File: src/rtl/uart_lsr_pkg.sv
package uart_lsr_pkg;
  typedef struct packed {
    logic brk;
    logic frm;
    logic par;
  } rx_tag_t;

  function automatic logic tag_any(input rx_tag_t t);
    return t.brk | t.frm | t.par;
  endfunction

  // Occupancy update: add one, remove one, or both.
  function automatic int unsigned occ_next(input int unsigned occ,
                                           input logic add, input logic sub);
    return occ + (add ? 1 : 0) - (sub ? 1 : 0);
  endfunction
endpackage

File: src/rtl/lsr_rx_queue.sv
module lsr_rx_queue
  import uart_lsr_pkg::*;
#(
  parameter int DEPTH = 16,
  localparam int AW = $clog2(DEPTH),
  localparam int CW = $clog2(DEPTH + 1)
) (
  input  logic          clk,
  input  logic          rst_n,
  input  logic          fifo_mode,
  input  logic          push,
  input  logic [7:0]    push_data,
  input  rx_tag_t       push_tag,
  input  logic          pop,
  output logic [7:0]    head_data,
  output rx_tag_t       head_tag,
  output logic          not_empty,
  output logic          push_ok,
  output logic          push_drop,
  output logic          pop_ok,
  output logic [CW-1:0] occ
);
  logic [7:0]    dmem [DEPTH];
  rx_tag_t       tmem [DEPTH];
  logic [AW-1:0] wptr, rptr;
  logic [CW-1:0] cap;

  assign cap       = fifo_mode ? CW'(DEPTH) : CW'(1);
  assign not_empty = (occ != '0);
  assign pop_ok    = pop && not_empty;
  assign push_ok   = push && ((occ < cap) || pop_ok);
  assign push_drop = push && !push_ok;
  assign head_data = dmem[rptr];
  assign head_tag  = tmem[rptr];

  always_ff @(posedge clk) begin
    if (push_ok) begin
      dmem[wptr] <= push_data;
      tmem[wptr] <= push_tag;
    end
  end

  always_ff @(posedge clk or negedge rst_n) begin
    if (!rst_n) begin
      wptr <= '0;
      rptr <= '0;
      occ  <= '0;
    end else begin
      if (push_ok) wptr <= wptr + 1'b1;
      if (pop_ok)  rptr <= rptr + 1'b1;
      occ <= CW'(occ_next(int'(occ), push_ok, pop_ok));
    end
  end

  p_no_overflow_r2: assert property (@(posedge clk) disable iff (!rst_n)
    occ <= cap);
  p_drop_when_full_r2: assert property (@(posedge clk) disable iff (!rst_n)
    push_drop |=> $stable(occ));
endmodule

File: src/rtl/lsr_err_summary.sv
module lsr_err_summary
  import uart_lsr_pkg::*;
#(
  parameter int DEPTH = 16,
  localparam int CW = $clog2(DEPTH + 1)
) (
  input  logic          clk,
  input  logic          rst_n,
  input  logic          fifo_mode,
  input  logic          push_ok,
  input  rx_tag_t       push_tag,
  input  logic          pop_ok,
  input  rx_tag_t       head_tag,
  input  logic [CW-1:0] occ,
  input  logic          lsr_rd,
  output logic          summary
);
  logic [CW-1:0] err_cnt, err_cnt_nxt;
  logic          sticky;
  logic          tagged_in, tagged_out;

  assign tagged_in   = push_ok && tag_any(push_tag);
  assign tagged_out  = pop_ok && tag_any(head_tag);
  assign err_cnt_nxt = CW'(occ_next(int'(err_cnt), tagged_in, tagged_out));
  assign summary     = fifo_mode && sticky;

  always_ff @(posedge clk or negedge rst_n) begin
    if (!rst_n) begin
      err_cnt <= '0;
      sticky  <= 1'b0;
    end else begin
      err_cnt <= err_cnt_nxt;
      sticky  <= (sticky && !lsr_rd) || (err_cnt_nxt != '0);
    end
  end

  p_err_le_occ_r8: assert property (@(posedge clk) disable iff (!rst_n)
    err_cnt <= occ);
  p_read_keeps_r8: assert property (@(posedge clk) disable iff (!rst_n)
    (fifo_mode && lsr_rd && err_cnt_nxt != '0) |=> summary);
  p_zero_single_r7: assert property (@(posedge clk) disable iff (!rst_n)
    !fifo_mode |-> !summary);
endmodule

File: src/rtl/lsr_tx_track.sv
module lsr_tx_track
  import uart_lsr_pkg::*;
#(
  parameter int DEPTH = 16,
  localparam int CW = $clog2(DEPTH + 1)
) (
  input  logic clk,
  input  logic rst_n,
  input  logic fifo_mode,
  input  logic wr,
  input  logic load,
  input  logic tsr_busy,
  output logic hold_empty,
  output logic tx_empty
);
  logic [CW-1:0] cnt, cap;
  logic          load_ok, wr_ok;

  assign cap        = fifo_mode ? CW'(DEPTH) : CW'(1);
  assign load_ok    = load && (cnt != '0);
  assign wr_ok      = wr && ((cnt < cap) || load_ok);
  assign hold_empty = (cnt == '0);
  assign tx_empty   = hold_empty && !tsr_busy;

  always_ff @(posedge clk or negedge rst_n) begin
    if (!rst_n) cnt <= '0;
    else        cnt <= CW'(occ_next(int'(cnt), wr_ok, load_ok));
  end

  p_write_fills_r5: assert property (@(posedge clk) disable iff (!rst_n)
    (wr && !load) |=> !hold_empty);
  p_temt_needs_thre_r6: assert property (@(posedge clk) disable iff (!rst_n)
    tx_empty |-> hold_empty);
endmodule

File: src/rtl/uart_lsr_tracker.sv
module uart_lsr_tracker
  import uart_lsr_pkg::*;
#(
  parameter int RX_DEPTH = 16,
  parameter int TX_DEPTH = 16
) (
  input  logic       clk,
  input  logic       rst_n,
  input  logic       fifo_mode,
  input  logic       ls_irq_en,
  input  logic       rx_push,
  input  logic [7:0] rx_byte,
  input  logic       rx_par_err,
  input  logic       rx_frm_err,
  input  logic       rx_brk,
  input  logic       rx_pop,
  output logic [7:0] rx_head_data,
  input  logic       lsr_rd,
  input  logic       tx_wr,
  input  logic       tx_load,
  input  logic       tsr_busy,
  output logic [7:0] lsr,
  output logic       ls_irq
);
  localparam int RCW = $clog2(RX_DEPTH + 1);

  rx_tag_t        in_tag, head_tag, shown_tag;
  logic           not_empty, push_ok, push_drop, pop_ok;
  logic [RCW-1:0] occ;
  logic           overrun, head_seen, summary;
  logic           hold_empty, tx_empty;

  assign in_tag = '{brk: rx_brk, frm: rx_frm_err, par: rx_par_err};

  lsr_rx_queue #(.DEPTH(RX_DEPTH)) u_rxq (
    .clk(clk), .rst_n(rst_n), .fifo_mode(fifo_mode),
    .push(rx_push), .push_data(rx_byte), .push_tag(in_tag), .pop(rx_pop),
    .head_data(rx_head_data), .head_tag(head_tag), .not_empty(not_empty),
    .push_ok(push_ok), .push_drop(push_drop), .pop_ok(pop_ok), .occ(occ)
  );

  lsr_err_summary #(.DEPTH(RX_DEPTH)) u_sum (
    .clk(clk), .rst_n(rst_n), .fifo_mode(fifo_mode),
    .push_ok(push_ok), .push_tag(in_tag), .pop_ok(pop_ok),
    .head_tag(head_tag), .occ(occ), .lsr_rd(lsr_rd), .summary(summary)
  );

  lsr_tx_track #(.DEPTH(TX_DEPTH)) u_tx (
    .clk(clk), .rst_n(rst_n), .fifo_mode(fifo_mode),
    .wr(tx_wr), .load(tx_load), .tsr_busy(tsr_busy),
    .hold_empty(hold_empty), .tx_empty(tx_empty)
  );

  // Overrun is sticky until read; head_seen hides head tags once read.
  always_ff @(posedge clk or negedge rst_n) begin
    if (!rst_n) begin
      overrun   <= 1'b0;
      head_seen <= 1'b0;
    end else begin
      if (push_drop)   overrun <= 1'b1;
      else if (lsr_rd) overrun <= 1'b0;
      if (pop_ok)                   head_seen <= 1'b0;
      else if (lsr_rd && not_empty) head_seen <= 1'b1;
    end
  end

  assign shown_tag = (not_empty && !head_seen) ? head_tag : '0;
  assign lsr = {summary, tx_empty, hold_empty, shown_tag.brk, shown_tag.frm,
                shown_tag.par, overrun, not_empty};
  assign ls_irq = ls_irq_en && (|lsr[4:1]);

  p_overrun_set_r2: assert property (@(posedge clk) disable iff (!rst_n)
    push_drop |=> lsr[1]);
  p_read_hides_r4: assert property (@(posedge clk) disable iff (!rst_n)
    (lsr_rd && not_empty && !pop_ok) |=> (lsr[4:2] == 3'b000));
  p_irq_enabled_r9: assert property (@(posedge clk) disable iff (!rst_n)
    $rose(ls_irq) |-> ls_irq_en);
  p_dr_r1: assert property (@(posedge clk) disable iff (!rst_n)
    (rx_push && !rx_pop) |=> lsr[0]);
endmodule

File: config.mk
export PLATFORM = sky130hd
export DESIGN_NAME = uart_lsr_tracker
export DESIGN_NICKNAME = d
export VERILOG_FILES = /design/src/rtl/uart_lsr_pkg.sv /design/src/rtl/lsr_rx_queue.sv /design/src/rtl/lsr_err_summary.sv /design/src/rtl/lsr_tx_track.sv /design/src/rtl/uart_lsr_tracker.sv
export SDC_FILE = /design/constraint.sdc
export NUM_CORES = 1
export LEC_CHECK = 0
export ABC_CLOCK_PERIOD_IN_PS = 4200
export BUFFER_PORTS_ARGS = -buffer_cell sky130_fd_sc_hd__clkbuf_2
export CAP_MARGIN = 30
export CORE_MARGIN = 4
export CORE_UTILIZATION = 48
export DETAILED_ROUTE_END_ITERATION = 12
export HOLD_SLACK_MARGIN = 0.05
export SYNTH_ARGS = -nofsm -noshare
export SYNTH_HDL_FRONTEND = slang
export SYNTH_SLANG_ARGS = --single-unit
File: constraint.sdc
create_clock -name clk -period 4.2 [get_ports clk]
set_clock_uncertainty 0.15 [all_clocks]
set_input_delay 0.63 -clock clk [delete_from_list [all_inputs] [get_ports clk]]
set_output_delay 0.63 -clock clk [all_outputs]
set_load 0.1 [all_outputs]
==> results.md, run 1 <==
* Status: complete, no violations
* Fin cells at 752
* Core Box Area at 17400 µm²
* Critical Path Stages at 13
* Footprint of the multi-input gates at 2310 µm²
* CTS H-tree depth at 1
* # Post-CTS Setup Buffers at 0
* Final Cycle Share at 95.4%
* Share of layout cells above drive strength 1 at 26.9%
* Die ar. at 19900 µm²
* Port bufs at 37
* DRT Pass-1 Iters at 5
* HP Class: primary input to register
* Antenna violation net count after detailed routing at 0
* All-Layer GR Usage at 17.6%
* Critical path's top delay family: adder cells
* Top-area cell type share of the netlist area at 62.1%
* Reg2reg end: u_sum.sticky
* FF+latch count, synth at 202
* Synth area leaders: edfxtp_1 62%, mux4_2 9.0%, dfrtp_1 7.6%
* Initial core utilization at 49.0%
* Number of synthesized flops with an enable pin at 176
* Dpl cells at 711
* Count of cell types in the netlist at 42
* Final Critical Period at 4.00 ns
* Post-synthesis sequential area ratio at 69.8%
* VDD IR-drop max at 0.534 mV
* Most used DFF post-synth: edfxtp_1
* CTS Buf Count at 22
* Max-slew violation count at 0
* Slew margin rel. at 54.0%
* Floorplan row count at 48
* Most frequent cells in the layout: 176 x edfxtp_1, 37 x clkbuf_2, 34 x mux4_2
* CTS tree: yes
* WP buf/inv at 2
* GRT Residual Overflow at 0
* Ports at 38
* DRC viols at 0
* Via count at 4194
* Synthesized Nets at 495
* Most common cell after layout, fill and taps aside: edfxtp_1
* Routed WL at 17.0 mm
* Leakage at 3.55 nW
* Hold Vio Cnt, Final at 0
* RSZ-0062 raised after global routing: no
* Hold path cells at 2
* Clk_lat worst skew at 0.49 ns
* Post-DP HPWL at 11.0 mm
* Pwr Density at 779 nW/µm²
* Worst EP arrival at 4.22 ns
* Critical Path Sink Type: register
* Antenna cells at 0
* Critical Path RT at 4.41 ns
* Critical Path Sink: u_sum.sticky
* Ys Warns at 0
* # setup viols final at 0
* FF-to-FF path depth at 13
* Reg-to-reg setup timing slack at 0.20 ns
* Post-layout util at 56.4%
* Nets at 562
* Clock sink count at 202
* First-pass GRT wire length at 26.4 mm
* P&R area growth vs syn at 15.0%
* Worst-case clock buffer depth at 3
* Critical-path cell list: mux4_1 > a22oi_1 > and3_1 > nand2_1 > o21a_1 > ha_1 > inv_1 > ha_1 > inv_1 > fa_1 > xnor2_1 > a2111oi_0 > or3b_2
* Die Ht at 141 µm
* Die span in x at 141 µm
* Max incr delay on CP at 0.58 ns
* Crit Path Category: register to register
* Hold Startpoint: lsr_rd
* WL per Instance at 22.6 µm
* Fmax at 250 MHz
* Avg Synthesized Cell Area at 19.2 µm²
* Max_cap viols at 0
* Fin Setup TNS at 0 ns
* Routability Congestion at 0.757
* Register Area at 5940 µm²
* Worst Setup Start Kind: register
* Initial antenna violation count at 0
* Reg-to-Reg Start: u_rxq.rptr[0]
* Filler cell count at 1308
* Critical-path top delay cell: mux4_1
* Vias in the first global route at 4451
* Clock root buffer: clkbuf_16
* Gate Count Post-Synth at 444
* DR iter-0 viols at 292
* Vias per cell at 5.58
* CP startpoint: u_rxq.rptr[0]
* Async S/R FF share, synth at 12.9%
* Slew @ Worst Pin at 0.690 ns
* Worst-path clk slew at 0.06 ns
* Largest net degree at the start of global routing at 29
* Post-synth top area cell: edfxtp_1
* Syn Std Cell Area at 8510 µm²
* CP max FO at 13
cells by family (layout without fill, tap and decap cells):
family,Yosys count,in the layout,synth area share [%]
flip-flops,202,202,69.8
AND/OR/NAND/NOR,68,68,3.90
multiplexers,53,53,14.7
buffers and inverters,49,132,3.38
adder cells (fa/ha/maj),30,30,4.68
AO/OA/AOI/OAI,24,24,1.75
XOR/XNOR,18,18,1.85
per-stage QoR:
stage	cell area [µm²]	hold WS [ns]	power, W	setup slack, ns
3_3_place_gp	9010	0.389	0.00563	0.234
5_1_grt	9790	0.225	0.00803	0.00731
6_report	9790	0.225	0.00763	0.195
4_1_cts	9780	0.207	0.00771	0.142
3_5_place_dp	9010	0.391	0.00569	0.157
2_1_floorplan	8510	0.184	0.00515	0.0406
worst min-delay path by stage:
stage | endpoint | slack, ns
2_1_floorplan | head_seen | 0.18
3_3_place_gp | u_rxq.occ[0] | 0.39
5_1_grt | overrun | 0.23
6_report | overrun | 0.23
4_1_cts | overrun | 0.21
3_5_place_dp | u_rxq.occ[0] | 0.39
sequential cells by signal, summed over array words and instances, names as in the netlist, 4 cells and up:
name           cells
u_rxq.tmem        48
u_rxq.wptr         4
u_tx.cnt           5
u_rxq.occ          5
u_sum.err_cnt      5
u_rxq.rptr         4
u_rxq.dmem       128
report_power, final:
group / internal, W / leakage (nW) / total [W] / switching [W]
Sequential: 0.00247 / 1.89 / 0.00268 / 0.000212
Clock: 0.00124 / 0.377 / 0.00201 / 0.000762
Combinational: 0.00105 / 1.28 / 0.00294 / 0.00189
Total: 0.00476 / 3.55 / 0.00763 / 0.00286
repair_timing:
action | in CTS | in global routing
hold endpoints to repair | 26 | 0
resized for setup | 0 | 1
setup endpoints to repair | 0 | 1
hold buffers | 1 | 0
synthesized netlist by cell type, types with 3 or more instances:
cell and count:
nor2b_1 4, and3_1 3, edfxtp_1 176, mux4_2 34
xnor2_1 16, buf_4 8, a21oi_1 8, o21ai_0 4
inv_1 28, fa_1 3, nor2_1 23, dfrtp_1 26
nand3_1 10, mux4_1 18, nand2_1 12, nor3_1 7
a22oi_1 3, ha_1 27
layout make-up:
cell class / instances / share of cell area (%)
Clock buffer: 25 / 5.96
Clock inverter: 15 / 1.83
Inverter: 28 / 1.07
Multi-Input combinational cell: 193 / 23.6
Sequential cell: 202 / 60.7
Tap cell: 225 / 2.88
Timing Repair Buffer: 64 / 3.99
metal layers:
layer  share of wire [%]  GRT usage (%)
met5                   0              0
met4                 1.7           4.33
met3                 5.0           3.09
met2                  48           28.6
met1                  45           25.2
worst reg2reg max path, stage by stage, from the launching register on:
cell and delay [ns]:
dfrtp_4 0.57, mux4_1 0.58, a22oi_1 0.21, and3_1 0.22, nand2_1 0.08, o21a_1 0.17, ha_1 0.26, inv_1 0.06
ha_1 0.16, inv_1 0.05, fa_1 0.40, xnor2_1 0.15, a2111oi_0 0.34, or3b_2 0.48
No activity file was read; power rests on OpenSTA's default activity.
==> run 2: changes to the inputs <==
- GPL_TIMING_DRIVEN: default -> 0
- SETUP_SLACK_MARGIN: default -> 0.2
==> run 2 against run 1 <==
Clock power up 6%; maximum frequency up 4.4%; combinational power up 14%; cell count up 2.1%; utilization up 2.0 points; non-clock buffer count up 17; register-to-register slack better by 0.17 ns; critical endpoint unchanged; first-iteration DRC count up 25%; via count up 1.3%; sequential share of layout area down 2.1 points; wire length up 3.1%; global-route usage up 0.44 points.
==> results.md, run 2 (same netlist as run 1, synthesis figures left out) <==
* Hold Vio Cnt, Final at 0
* Largest register FFs at 128
* Post-DP HPWL at 11.6 mm
* Via count at 4248
* DRT Pass-1 Iters at 5
* Vias in the first global route at 4427
* Max-slew violation count at 0
* Status: complete, no violations
* Most common cell after layout, fill and taps aside: edfxtp_1
* Worst-case clock buffer depth at 3
* Pwr Density at 796 nW/µm²
* Nets at 579
* Biggest regs: u_rxq.dmem: 128 flops, u_rxq.tmem: 48 flops
* Fin cells at 768
* Critical-path top delay cell: mux4_2
* Largest Register: u_rxq.dmem
* GRT Residual Overflow at 0
* Largest net degree at the start of global routing at 27
* Slew @ Worst Pin at 0.944 ns
* Hold Crit Endpoint: overrun
* Die span in x at 141 µm
* Die ar. at 19900 µm²
* Worst-path clk slew at 0.06 ns
* DRC viols at 0
* Register Area at 5940 µm²
* CTS tree: yes
* Crit Path Category: register to register
* Ports at 38
* Max incr delay on CP at 0.52 ns
* First-pass GRT wire length at 26.7 mm
* VDD IR-drop max at 0.486 mV
* Dpl cells at 718
* Initial antenna violation count at 0
* CTS H-tree depth at 1
* Max_cap viols at 0
* Share of layout cells above drive strength 1 at 30.6%
* Die Ht at 141 µm
* Reg-to-Reg Start: u_rxq.rptr[0]
* Routed WL at 17.5 mm
* Vias per cell at 5.53
* Final Critical Period at 3.84 ns
* All-Layer GR Usage at 18.1%
* Leakage at 3.68 nW
* Critical Path Sink Type: register
* Hold path cells at 2
* Filler cell count at 1297
* Clk_lat worst skew at 0.50 ns
* Antenna violation net count after detailed routing at 0
* Fmax at 261 MHz
* Post-DP Area at 9170 µm²
* Critical-path cell list: buf_8 > buf_12 > mux4_2 > a22oi_2 > nand3_2 > o21a_1 > ha_1 > inv_1 > ha_1 > inv_1 > fa_1 > inv_1 > a2111oi_1 > or3b_4
* # setup viols final at 0
* Clock sink count at 202
* Reg-to-reg setup timing slack at 0.36 ns
* Critical Path RT at 4.42 ns
* Core Box Area at 17400 µm²
* Port bufs at 37
* Slew margin rel. at 37.0%
* Total power at 0.00806 W
* Initial core utilization at 49.0%
* RSZ-0062 raised after global routing: no
* CP max FO at 7
* Reg2reg end: u_sum.sticky
* Antenna cells at 0
* FF-to-FF path depth at 14
* Final Cycle Share at 91.3%
* Critical path's most frequent cell: inv_1
* DR iter-0 viols at 366
* CTS Buf Count at 22
* Floorplan row count at 48
* Routability Congestion at 0.752
* WL per Instance at 22.8 µm
* Footprint of the multi-input gates at 2370 µm²
* Most frequent cells in the layout: 176 x edfxtp_1, 38 x clkbuf_2, 34 x mux4_2
* Worst Setup Start Kind: register
* Finished layout cell area at 10100 µm²
* P&R area growth vs syn at 19.0%
* CP startpoint: u_rxq.rptr[0]
* Hold Startpoint: lsr_rd
* Worst EP arrival at 4.06 ns
* HP Class: primary input to register
* Clock root buffer: clkbuf_16
-- run 2: per-stage QoR --
step	hold slack [ns]	setup WS (ns)	utilization, %	setup TNS, ns
2_1_floorplan	0.184	0.253	-	0
4_1_cts	0.191	0.207	57.7	0
6_report	0.210	0.364	58.3	0
5_1_grt	0.208	0.222	58.3	0
3_3_place_gp	0.392	-0.272	51.7	-8.82
3_5_place_dp	0.400	0.0486	52.8	0
-- run 2: power breakdown --
group	switching [W]	internal [W]
logic	0.00209	0.00125
clock network	0.000765	0.00136
registers	0.000130	0.00247
total	0.00298	0.00508
-- run 2: critical path: cells and delay by family (launching register included) --
kind,cells,cell delay (ns)
adders and majority gates,3,0.89
AOI/OAI and AO/OA,3,0.72
and+or+nand+nor,2,0.57
muxes,1,0.52
DFF,1,0.42
buffers and inverters,5,0.42
-- run 2: worst max path at each step --
stage                             endpoint  depth (start not counted)
after floorplan                     lsr[3]                          5
after global placement    u_rxq.dmem[3][3]                          8
after detailed placement      u_sum.sticky                         14
after CTS                     u_sum.sticky                         14
after global routing          u_sum.sticky                         14
final                         u_sum.sticky                         14
-- run 2: metal layers --
metal | track usage, % | wire, µm
met4 | 4.28 | 273
met1 | 24.9 | 7430
met2 | 30.1 | 8810
met5 | 0 | 0
met3 | 3.39 | 996
-- run 2: area by class of cell --
cell class | instances | share of cell area (%)
buffer | 21 | 1.85
clock buffer | 24 | 5.72
clock inverter | 15 | 2.25
inverter | 28 | 1.04
multi-input combinational | 193 | 23.4
sequential | 202 | 58.6
tap | 225 | 2.78
timing repair buffer | 60 | 4.33
-- run 2: repair_timing --
action / 4_1_cts / 5_1_grt
hold buffers: 1 / 0
gates cloned: 0 / 1
setup endpoints to repair: 7 / 1
setup buffers: 2 / 7
endpoints found under the hold margin: 26 / 0
pin swaps: 0 / 4
resized for setup: 4 / 7
